--- src/rtl/flash_cmd_pkg.sv ---
package flash_cmd_pkg;

    localparam int KEY_W = 16;
    localparam int CMD_W = 8;

    localparam logic [KEY_W-1:0] KEY_ADDR_A = 16'h5555;
    localparam logic [KEY_W-1:0] KEY_ADDR_B = 16'h2AAA;

    localparam logic [CMD_W-1:0] CMD_KEY1   = 8'hAA;
    localparam logic [CMD_W-1:0] CMD_KEY2   = 8'h55;
    localparam logic [CMD_W-1:0] CMD_PROG   = 8'hA0;
    localparam logic [CMD_W-1:0] CMD_ERASE  = 8'h80;
    localparam logic [CMD_W-1:0] CMD_IDENT  = 8'h90;
    localparam logic [CMD_W-1:0] CMD_RESET  = 8'hF0;
    localparam logic [CMD_W-1:0] CMD_CHIP   = 8'h10;
    localparam logic [CMD_W-1:0] CMD_SECTOR = 8'h30;
    localparam logic [CMD_W-1:0] CMD_BOOT   = 8'h40;

    typedef enum logic [2:0] {
        ST_IDLE,
        ST_KEY1,
        ST_KEY2,
        ST_PROG,
        ST_ERS_SETUP,
        ST_ERS_KEY1,
        ST_ERS_KEY2
    } seq_state_e;

endpackage

--- src/rtl/flash_bus_capture.sv ---
module flash_bus_capture #(
    parameter int ADDR_W = 18,
    parameter int DATA_W = 8
) (
    input  logic              clk,
    input  logic              rst_n,
    input  logic              bus_wr,
    input  logic [ADDR_W-1:0] bus_addr,
    input  logic [DATA_W-1:0] bus_data,
    output logic              wr_done,
    output logic [ADDR_W-1:0] done_addr,
    output logic [DATA_W-1:0] done_data
);

    typedef struct packed {
        logic              wr;
        logic [ADDR_W-1:0] addr;
    } cap_t;

    cap_t cap_d, cap_q;

    always_comb begin
        cap_d    = cap_q;
        cap_d.wr = bus_wr;
        if (bus_wr && !cap_q.wr) begin
            cap_d.addr = bus_addr;
        end
    end

    always_ff @(posedge clk) begin
        if (!rst_n) begin
            cap_q <= '0;
        end else begin
            cap_q <= cap_d;
        end
    end

    assign wr_done   = cap_q.wr && !bus_wr;
    assign done_addr = cap_q.addr;
    assign done_data = bus_data;

endmodule

--- src/rtl/flash_cmd_fsm.sv ---
module flash_cmd_fsm
    import flash_cmd_pkg::*;
#(
    parameter int ADDR_W = 18,
    parameter int DATA_W = 8
) (
    input  logic              clk,
    input  logic              rst_n,
    input  logic              wr_done,
    input  logic [ADDR_W-1:0] wr_addr,
    input  logic [DATA_W-1:0] wr_data,
    input  logic              busy,
    output logic              req_prog,
    output logic              req_chip_erase,
    output logic              req_sector_erase,
    output logic              req_boot_lock,
    output logic              req_reset,
    output logic [ADDR_W-1:0] op_addr,
    output logic [DATA_W-1:0] op_data,
    output logic              id_mode
);

    typedef struct packed {
        seq_state_e        st;
        logic              id;
        logic              prog;
        logic              chip;
        logic              sect;
        logic              boot;
        logic              rst;
        logic [ADDR_W-1:0] addr;
        logic [DATA_W-1:0] data;
    } fsm_t;

    fsm_t f_d, f_q;

    logic [KEY_W-1:0] key;
    logic [CMD_W-1:0] cmd;
    logic             at_a;
    logic             at_b;

    assign key  = wr_addr[KEY_W-1:0];
    assign cmd  = wr_data[CMD_W-1:0];
    assign at_a = (key == KEY_ADDR_A);
    assign at_b = (key == KEY_ADDR_B);

    always_comb begin
        f_d      = f_q;
        f_d.prog = 1'b0;
        f_d.chip = 1'b0;
        f_d.sect = 1'b0;
        f_d.boot = 1'b0;
        f_d.rst  = 1'b0;
        if (wr_done && !busy) begin
            f_d.st = ST_IDLE;
            f_d.id = 1'b0;
            case (f_q.st)
                ST_IDLE: begin
                    if (at_a && cmd == CMD_KEY1) begin
                        f_d.st = ST_KEY1;
                        f_d.id = f_q.id;
                    end else if (cmd == CMD_RESET) begin
                        f_d.rst = 1'b1;
                    end
                end
                ST_KEY1: begin
                    if (at_b && cmd == CMD_KEY2) begin
                        f_d.st = ST_KEY2;
                        f_d.id = f_q.id;
                    end
                end
                ST_KEY2: begin
                    if (at_a) begin
                        case (cmd)
                            CMD_PROG:  begin f_d.st = ST_PROG;      f_d.id = f_q.id; end
                            CMD_ERASE: begin f_d.st = ST_ERS_SETUP; f_d.id = f_q.id; end
                            CMD_IDENT: f_d.id  = 1'b1;
                            CMD_RESET: f_d.rst = 1'b1;
                            default:   f_d.id  = 1'b0;
                        endcase
                    end
                end
                ST_PROG: begin
                    f_d.prog = 1'b1;
                    f_d.addr = wr_addr;
                    f_d.data = wr_data;
                end
                ST_ERS_SETUP: begin
                    if (at_a && cmd == CMD_KEY1) begin
                        f_d.st = ST_ERS_KEY1;
                        f_d.id = f_q.id;
                    end
                end
                ST_ERS_KEY1: begin
                    if (at_b && cmd == CMD_KEY2) begin
                        f_d.st = ST_ERS_KEY2;
                        f_d.id = f_q.id;
                    end
                end
                ST_ERS_KEY2: begin
                    if (cmd == CMD_SECTOR) begin
                        f_d.sect = 1'b1;
                        f_d.addr = wr_addr;
                    end else if (at_a && cmd == CMD_CHIP) begin
                        f_d.chip = 1'b1;
                    end else if (at_a && cmd == CMD_BOOT) begin
                        f_d.boot = 1'b1;
                    end
                end
                default: f_d.st = ST_IDLE;
            endcase
        end
    end

    always_ff @(posedge clk) begin
        if (!rst_n) begin
            f_q    <= '0;
            f_q.st <= ST_IDLE;
        end else begin
            f_q <= f_d;
        end
    end

    assign req_prog         = f_q.prog;
    assign req_chip_erase   = f_q.chip;
    assign req_sector_erase = f_q.sect;
    assign req_boot_lock    = f_q.boot;
    assign req_reset        = f_q.rst;
    assign op_addr          = f_q.addr;
    assign op_data          = f_q.data;
    assign id_mode          = f_q.id;

endmodule

--- src/rtl/flash_cmd_decoder.sv ---
module flash_cmd_decoder #(
    parameter int ADDR_W = 18,
    parameter int DATA_W = 8
) (
    input  logic              clk,
    input  logic              rst_n,
    input  logic              bus_wr,
    input  logic [ADDR_W-1:0] bus_addr,
    input  logic [DATA_W-1:0] bus_data,
    input  logic              busy,
    output logic              req_prog,
    output logic              req_chip_erase,
    output logic              req_sector_erase,
    output logic              req_boot_lock,
    output logic              req_reset,
    output logic [ADDR_W-1:0] op_addr,
    output logic [DATA_W-1:0] op_data,
    output logic              id_mode
);

    logic              wr_done;
    logic [ADDR_W-1:0] done_addr;
    logic [DATA_W-1:0] done_data;

    flash_bus_capture #(.ADDR_W(ADDR_W), .DATA_W(DATA_W)) u_cap (
        .clk       (clk),
        .rst_n     (rst_n),
        .bus_wr    (bus_wr),
        .bus_addr  (bus_addr),
        .bus_data  (bus_data),
        .wr_done   (wr_done),
        .done_addr (done_addr),
        .done_data (done_data)
    );

    flash_cmd_fsm #(.ADDR_W(ADDR_W), .DATA_W(DATA_W)) u_fsm (
        .clk              (clk),
        .rst_n            (rst_n),
        .wr_done          (wr_done),
        .wr_addr          (done_addr),
        .wr_data          (done_data),
        .busy             (busy),
        .req_prog         (req_prog),
        .req_chip_erase   (req_chip_erase),
        .req_sector_erase (req_sector_erase),
        .req_boot_lock    (req_boot_lock),
        .req_reset        (req_reset),
        .op_addr          (op_addr),
        .op_data          (op_data),
        .id_mode          (id_mode)
    );

endmodule

--- config.mk ---
export PLATFORM = sky130hd
export DESIGN_NAME = flash_cmd_decoder
export DESIGN_NICKNAME = d
export VERILOG_FILES = /design/src/rtl/flash_cmd_pkg.sv /design/src/rtl/flash_bus_capture.sv /design/src/rtl/flash_cmd_fsm.sv /design/src/rtl/flash_cmd_decoder.sv
export SDC_FILE = /design/constraint.sdc
export NUM_CORES = 1
export LEC_CHECK = 0
export ABC_AREA = 1
export BUFFER_PORTS_ARGS = -buffer_cell sky130_fd_sc_hd__buf_2
export CORE_ASPECT_RATIO = 1.1
export CORE_MARGIN = 8
export CORE_UTILIZATION = 54
export DETAILED_ROUTE_END_ITERATION = 16
export HOLD_SLACK_MARGIN = 0.12
export PLACE_DENSITY = 0.83
export SLEW_MARGIN = 20
export SYNTH_ARGS = -nofsm -noshare
export SYNTH_HDL_FRONTEND = slang
export SYNTH_SLANG_ARGS = --single-unit
--- constraint.sdc ---
create_clock -name clk -period 1.6 [get_ports clk]
set_input_delay 0.24 -clock clk [delete_from_list [all_inputs] [get_ports clk]]
set_output_delay 0.24 -clock clk [all_outputs]
set_load 0.1 [all_outputs]
==> results.py, run 1 <==
metrics = {
    "power": {
        "power.switching_mw": 0.6428,
        "clkPwrFrac_pct": 31.1,
        "power_frac_seq_pct": 58.4,
        "powerDensity_nw_per_um2": 799.2,
        "power_leakage_nw": 1.357,
        "switching_share_pct": 26.58,
        "ir_worst_vdd_mv": 0.4768,
        "internal_power_mw": 1.775,
        "power_frac_comb_pct": 10.4,
    },
    "hold_path": {
        "worstHoldPathType": "primary input to register",
    },
    "sta": {
        "final.setup_skew_ps": 7.196,
        "max_freq_ghz": 0.6780,
        "timing.setup.tns_ps": 0,
        "slew_viol_final": 0,
        "final-setup-viol-count": 0,
        "hold_violations": 0,
        "min_period_over_period_pct": 92.18,
        "tightest_slew_ps": 739.9,
        "slew_headroom_pct": 50.62,
        "post-route-min-period_ps": 1475,
    },
    "synthesis": {
        "synth.top_cells.by_area": "dfxtp_1 (40%), nand2_1 (9.5%), buf_4 (7.8%), nor2_1 (7.2%), a21oi_1 (6.1%)",
        "synth_top_area_share_pct": 40.04,
        "synth_top_area_cell": "dfxtp_1",
        "synth_most_common_cell": "nand2_1",
        "yosys-top-cells-count": "nand2_1 (68), dfxtp_1 (54), nor2_1 (52)",
        "synth.avg_cell_area_um2": 7.013,
        "dominantRegCellSynth": "dfxtp_1",
        "yosysSeqAreaShare_pct": 40.04,
        "yosys_warnings": 0,
        "syn-instance-count": 385,
        "synth_seq_cells": 54,
        "synth_nets": 415,
        "netlist_area_um2": 2700,
        "synth-edff-count": 0,
        "async_flop_share_pct": 0,
        "yosysUniqueCellTypes": 24,
    },
    "floorplanning": {
        "floorplan.initialDensity_pct": 55.12,
        "die-width_um": 83.42,
        "core_um2": 4898,
        "rows": 27,
        "die_h_um": 90.17,
        "ioPinCount": 62,
        "dieArea_um2": 7522,
    },
    "critical_path": {
        "cp_data_arrival_time_ps": 1730,
        "endpoint_kind": "register",
        "cpLargestDelayFamily": "simple AND/OR/NAND/NOR gates",
        "cp_slowest_cell": "dfxtp_1",
        "crit_path_max_incr_delay_ps": 400,
        "critPathMaxFanout": 17,
        "path_buf_inv": 2,
        "start_kind": "register",
        "worstPathRequired_ps": 1850,
        "crit_path_cell_trace": "inv_1 > nor3_1 > nand2_2 > nand2_4 > buf_12 > o21ai_0 > a21oi_1",
        "worstSetupPathType": "register to register",
    },
    "clocking": {
        "h-tree-depth": 2,
        "clockBufferDepth": 2,
        "cts.sinks": 54,
        "clk_latency_ps": 310,
        "cts_made_buffers": 5,
        "clock-root-buffer": "clkbuf_8",
        "cts_tree": "built",
        "cts.clk_slew.worst_paths_ps": 100,
    },
    "flow_run": {
        "drv_cap": 0,
    },
    "route": {
        "drtPass1Iterations": 4,
        "wl_per_cell_um": 12.90,
        "antenna_left": 0,
        "drtIter0Drc": 144,
        "wl_um": 6243,
        "num_vias": 2498,
        "via_per_inst": 5.161,
        "drcViolationCount": 0,
    },
    "placement": {
        "numPortBuffers": 61,
        "dpl.hpwl_um": 4877,
        "gp_congestion": 0.8471,
    },
    "global_routing": {
        "grt_overflow_total": 0,
        "grt_pass1_wl_um": 10620,
        "antenna_found_initial": 0,
        "grt_max_degree": 31,
        "first_global_vias": 2349,
        "track_usage_pct": 16.41,
    },
    "finish": {
        "fin_nets": 455,
        "syn_to_final_growth_pct": 12.05,
        "diodes": 0,
        "fin_util_pct": 61.76,
        "layout-drive-gt1-share_pct": 27.93,
    },
    "status": {
        "outcome": "finished clean",
    },
}
power groups by stage:
stage	Combinational (mW)	Sequential, mW	Clock [mW]
after floorplan	0.153	1.44	0
after global placement	0.237	1.44	0
after detailed placement	0.242	1.44	0
after CTS	0.243	1.41	0.770
after global routing	0.283	1.42	0.821
final	0.252	1.41	0.753
kinds of logic (layout without fill, tap and decap cells):
kind of cell           after synthesis  in the layout  share of synthesized area (%)
AND/OR/NAND/NOR                    165            165                          26.46
AO/OA/AOI/OAI                       88             88                          18.12
buffers and inverters               78            119                          15.38
flip-flops                          54             54                          40.04
state kept, by name, indices dropped and copies added (netlist names), 3 cells and up:
name and cells:
u_fsm.f_q 3, u_cap.done_addr 18, u_fsm.op_addr 18, u_fsm.op_data 8
worst reg2reg max path, delay by kind of cell, from the launching register on:
kind            cells  cell delay [ps]
flops               1              400
compound gates      2              210
buf+inv             2              240
simple gates        3              570
per-stage QoR:
step,hold WS [ps],setup WS (ps),power [mW],cell area (um^2),instances
detailed placement,442.5,36.52,1.682,2883,472
global placement,433.6,87.36,1.676,2883,472
global route,141.5,-2.991,2.524,3025,484
CTS,120.2,58.54,2.422,2973,480
finish,119.8,125.1,2.418,3025,484
floorplan,333.5,280.0,1.593,2700,385
routing by layer:
metal | GRT usage, % | part of all wire, % | vias up
li1 | - | - | 1307
met1 | 19.42 | 46 | 1110
met2 | 27.64 | 47 | 73
met3 | 4.783 | 6.5 | 8
met4 | 5.331 | 1.2 | 0
met5 | 0 | 0 | -
worst paths after layout:
kind | start | endpoint | slack [ps] | cells past startpoint
max | u_fsm.f_q[32] | u_fsm.op_addr[6] | 130 | 7
min | bus_wr | u_cap.cap_q[18] | 120 | 3
max reg2reg | u_fsm.f_q[32] | u_fsm.op_addr[6] | 130 | 7
min reg2reg | u_fsm.op_data[2] | u_fsm.op_data[2] | 480 | 2
cells in the final DEF, fill, tap and decap left out:
cell        instances
nand3_2             3
nor2_4              1
clkinv_4            1
nand3_1            17
nand4_1             7
buf_4               8
buf_2              61
a21oi_1            33
clkbuf_8            5
o21ai_1            10
o21ai_0            32
nand2_1            67
dfxtp_1            51
dfxtp_2             3
nand2_2             3
nor2_2              5
nor3_1             10
clkinv_2            1
a21oi_2            11
nor4_1              2
nor2_1             49
buf_12              2
nand2_4             1
o21ai_2             2
inv_2              10
inv_1              29
clkinvlp_4          2
timing repair:
| action | in CTS | in global routing |
|---|---|---|
| hold buffers | 0 | 0 |
| endpoints found under the hold margin | 0 | 0 |
| gates resized for setup | 0 | 17 |
| setup endpoints to repair | 0 | 15 |
| buffers inserted | 0 | 4 |
layout make-up:
cell class	count	area, um^2
Clock buffer	5	68.82
Clock inverter	3	21.27
Fill cell	462	1873
Inverter	40	153.9
Multi-Input combinational cell	253	1219
Sequential cell	54	1085
Tap cell	58	72.57
Timing Repair Buffer	71	405.4
(Power assumes the default switching activity.)
==> run 2: changes to the inputs <==
--- a/config.mk
+++ b/config.mk
@@ -9,10 +9,11 @@
 export BUFFER_PORTS_ARGS = -buffer_cell sky130_fd_sc_hd__buf_2
 export CORE_ASPECT_RATIO = 1.1
 export CORE_MARGIN = 8
-export CORE_UTILIZATION = 54
+export CORE_UTILIZATION = 40
 export DETAILED_ROUTE_END_ITERATION = 16
 export HOLD_SLACK_MARGIN = 0.12
-export PLACE_DENSITY = 0.83
+export PLACE_DENSITY = 0.65
+export RECOVER_POWER = 50
 export SLEW_MARGIN = 20
 export SYNTH_ARGS = -nofsm -noshare
 export SYNTH_HDL_FRONTEND = slang
==> run 2 against run 1 <==
Setup slack hardly changed. First-iteration DRC count is 2.8% higher. Cell count is 5.4% higher. Power is 0.97% higher. Critical path depth is 3 higher. Sequential power hardly changed. Design area is 0.79% higher. Critical path type unchanged. Largest cell class unchanged.
==> results.py, run 2 (synthesis gave the netlist of run 1 again) <==
metrics = {
    "sta": {
        "final-setup-viol-count": 0,
        "post-route-min-period_ps": 1475,
        "slew_headroom_pct": 57.71,
        "final.setup_skew_ps": 9.049,
        "min_period_over_period_pct": 92.19,
        "hold_violations": 0,
        "timing.hold.ws_ps": 125.2,
        "setup_slack_ps": 124.9,
        "tightest_slew_ps": 634.3,
        "slew_viol_final": 0,
        "max_freq_ghz": 0.6779,
    },
    "clocking": {
        "clockBufferDepth": 2,
        "cts_made_buffers": 5,
        "cts.clk_slew.worst_paths_ps": 90,
        "hold_buffers": 0,
        "clk_latency_ps": 310,
        "h-tree-depth": 2,
        "clock-root-buffer": "clkbuf_8",
        "cts_tree": "built",
        "cts.sinks": 54,
    },
    "critical_path": {
        "worstSetupPathType": "register to register",
        "cp_data_arrival_time_ps": 1690,
        "critPathMaxFanout": 7,
        "crit_path_max_incr_delay_ps": 330,
        "path_common_cell": "nand2_1",
        "cp_slowest_cell": "dfxtp_1",
        "worstPathRequired_ps": 1810,
        "start_kind": "register",
        "endpoint_kind": "register",
        "crit_path_cell_trace": "inv_2 > nand2_1 > nor2_1 > nand2_1 > nor2_4 > nand3_2 > nand2_1 > inv_1 > a21oi_1 > nor2_1",
        "cpLargestDelayFamily": "simple AND/OR/NAND/NOR gates",
        "path_buf_inv": 2,
    },
    "flow_run": {
        "drv_cap": 0,
    },
    "route": {
        "num_vias": 2499,
        "wl_um": 6632,
        "drcViolationCount": 0,
        "drtIter0Drc": 148,
        "via_per_inst": 4.900,
        "antenna_left": 0,
        "wl_per_cell_um": 13.00,
        "drtPass1Iterations": 4,
    },
    "global_routing": {
        "first_global_vias": 2382,
        "grt_max_degree": 30,
        "track_usage_pct": 13.66,
        "grt_pass1_wl_um": 10720,
        "grt_overflow_total": 0,
        "antenna_found_initial": 0,
    },
    "power": {
        "switching_share_pct": 25.42,
        "power.switching_mw": 0.6206,
        "power_frac_comb_pct": 10.7,
        "power_frac_seq_pct": 57.8,
        "clkPwrFrac_pct": 31.5,
        "power_leakage_nw": 1.320,
        "ir_worst_vdd_mv": 0.3722,
        "powerDensity_nw_per_um2": 800.7,
        "internal_power_mw": 1.821,
    },
    "floorplanning": {
        "floorplan.initialDensity_pct": 41.19,
        "die-width_um": 94.34,
        "ioPinCount": 62,
        "core_um2": 6555,
        "die_h_um": 102.2,
        "dieArea_um2": 9638,
        "rows": 31,
    },
    "finish": {
        "fin_nets": 457,
        "stdcell_area_um2": 3049,
        "syn_to_final_growth_pct": 12.93,
        "diodes": 0,
        "fill_cells": 685,
        "mostFrequentLayoutCell": "nand2_1",
        "final_cell_mix": "nand2_1 (68), dfxtp_1 (52), nor2_1 (50), a21oi_1 (33)",
        "fin_util_pct": 46.52,
        "layout-drive-gt1-share_pct": 26.87,
    },
    "placement": {
        "dpl.hpwl_um": 5024,
        "numPortBuffers": 61,
        "dpl_cell_area_um2": 2923,
        "gp_congestion": 1.001,
        "dpl_worst_slack_ps": 36.49,
    },
    "status": {
        "outcome": "finished clean",
    },
    "hold_path": {
        "worstHoldPathType": "primary input to register",
    },
}
-- run 2: cell count changes in the layout (fill, tap and decap cells not counted), sizes merged --
cell      change
clkinvlp      +1
inv           -1
clkinv        -1
clkbuf       +35
buf          -32
-- run 2: what timing repair did --
action,CTS,global route
endpoints found under the setup margin,0,28
resized for setup,0,15
buffers inserted,0,2
-- run 2: final cells by class --
| type | count | area [um^2] | share of cell area, % |
|---|---|---|---|
| clock buffers | 7 | 86.33 | 2.831 |
| clock inverters | 1 | 5.005 | 0.1641 |
| inverters | 40 | 157.7 | 5.170 |
| multi-input cells | 253 | 1219 | 39.97 |
| flip-flops and latches | 54 | 1084 | 35.54 |
| well taps | 82 | 102.6 | 3.365 |
| repair buffers | 72 | 387.9 | 12.72 |
| repair inverters | 1 | 7.507 | 0.2462 |
-- run 2: final timing paths --
| check | from | end | slack [ps] | cells past startpoint |
|---|---|---|---|---|
| setup / recovery | u_cap.done_addr[15] | u_fsm.id_mode | 120 | 10 |
| hold / removal | bus_wr | u_cap.cap_q[18] | 130 | 3 |
| setup reg to reg | u_cap.done_addr[15] | u_fsm.id_mode | 120 | 10 |
| hold reg to reg | u_fsm.op_data[0] | u_fsm.op_data[0] | 490 | 2 |
-- run 2: power groups by stage --
stage	combinational, mW	clock [mW]	sequential [mW]
4_1_cts	0.253	0.795	1.41
2_1_floorplan	0.153	0	1.44
5_1_grt	0.297	0.848	1.42
3_5_place_dp	0.252	0	1.44
6_report	0.261	0.769	1.41
3_3_place_gp	0.250	0	1.44
-- run 2: layer usage --
metal	wire length [um]	up-vias	GRT usage, %
met2	3075	74	21.63
met1	2988	1110	17.67
met5	0	-	0
li1	-	1309	-
met3	491	6	3.600
met4	76	0	4.029
-- run 2: metrics by stage --
stage	TNS, ps	cells	power [mW]
3_5_place_dp	0	499	1.692
6_report	0	510	2.441
3_3_place_gp	0	499	1.690
2_1_floorplan	0	385	1.593
4_1_cts	0	507	2.458
5_1_grt	-26.82	510	2.563
-- run 2: tightest hold or removal path, cell delays in order --
cell	delay [ps]
buf_2	90
nand2_1	40
inv_1	40
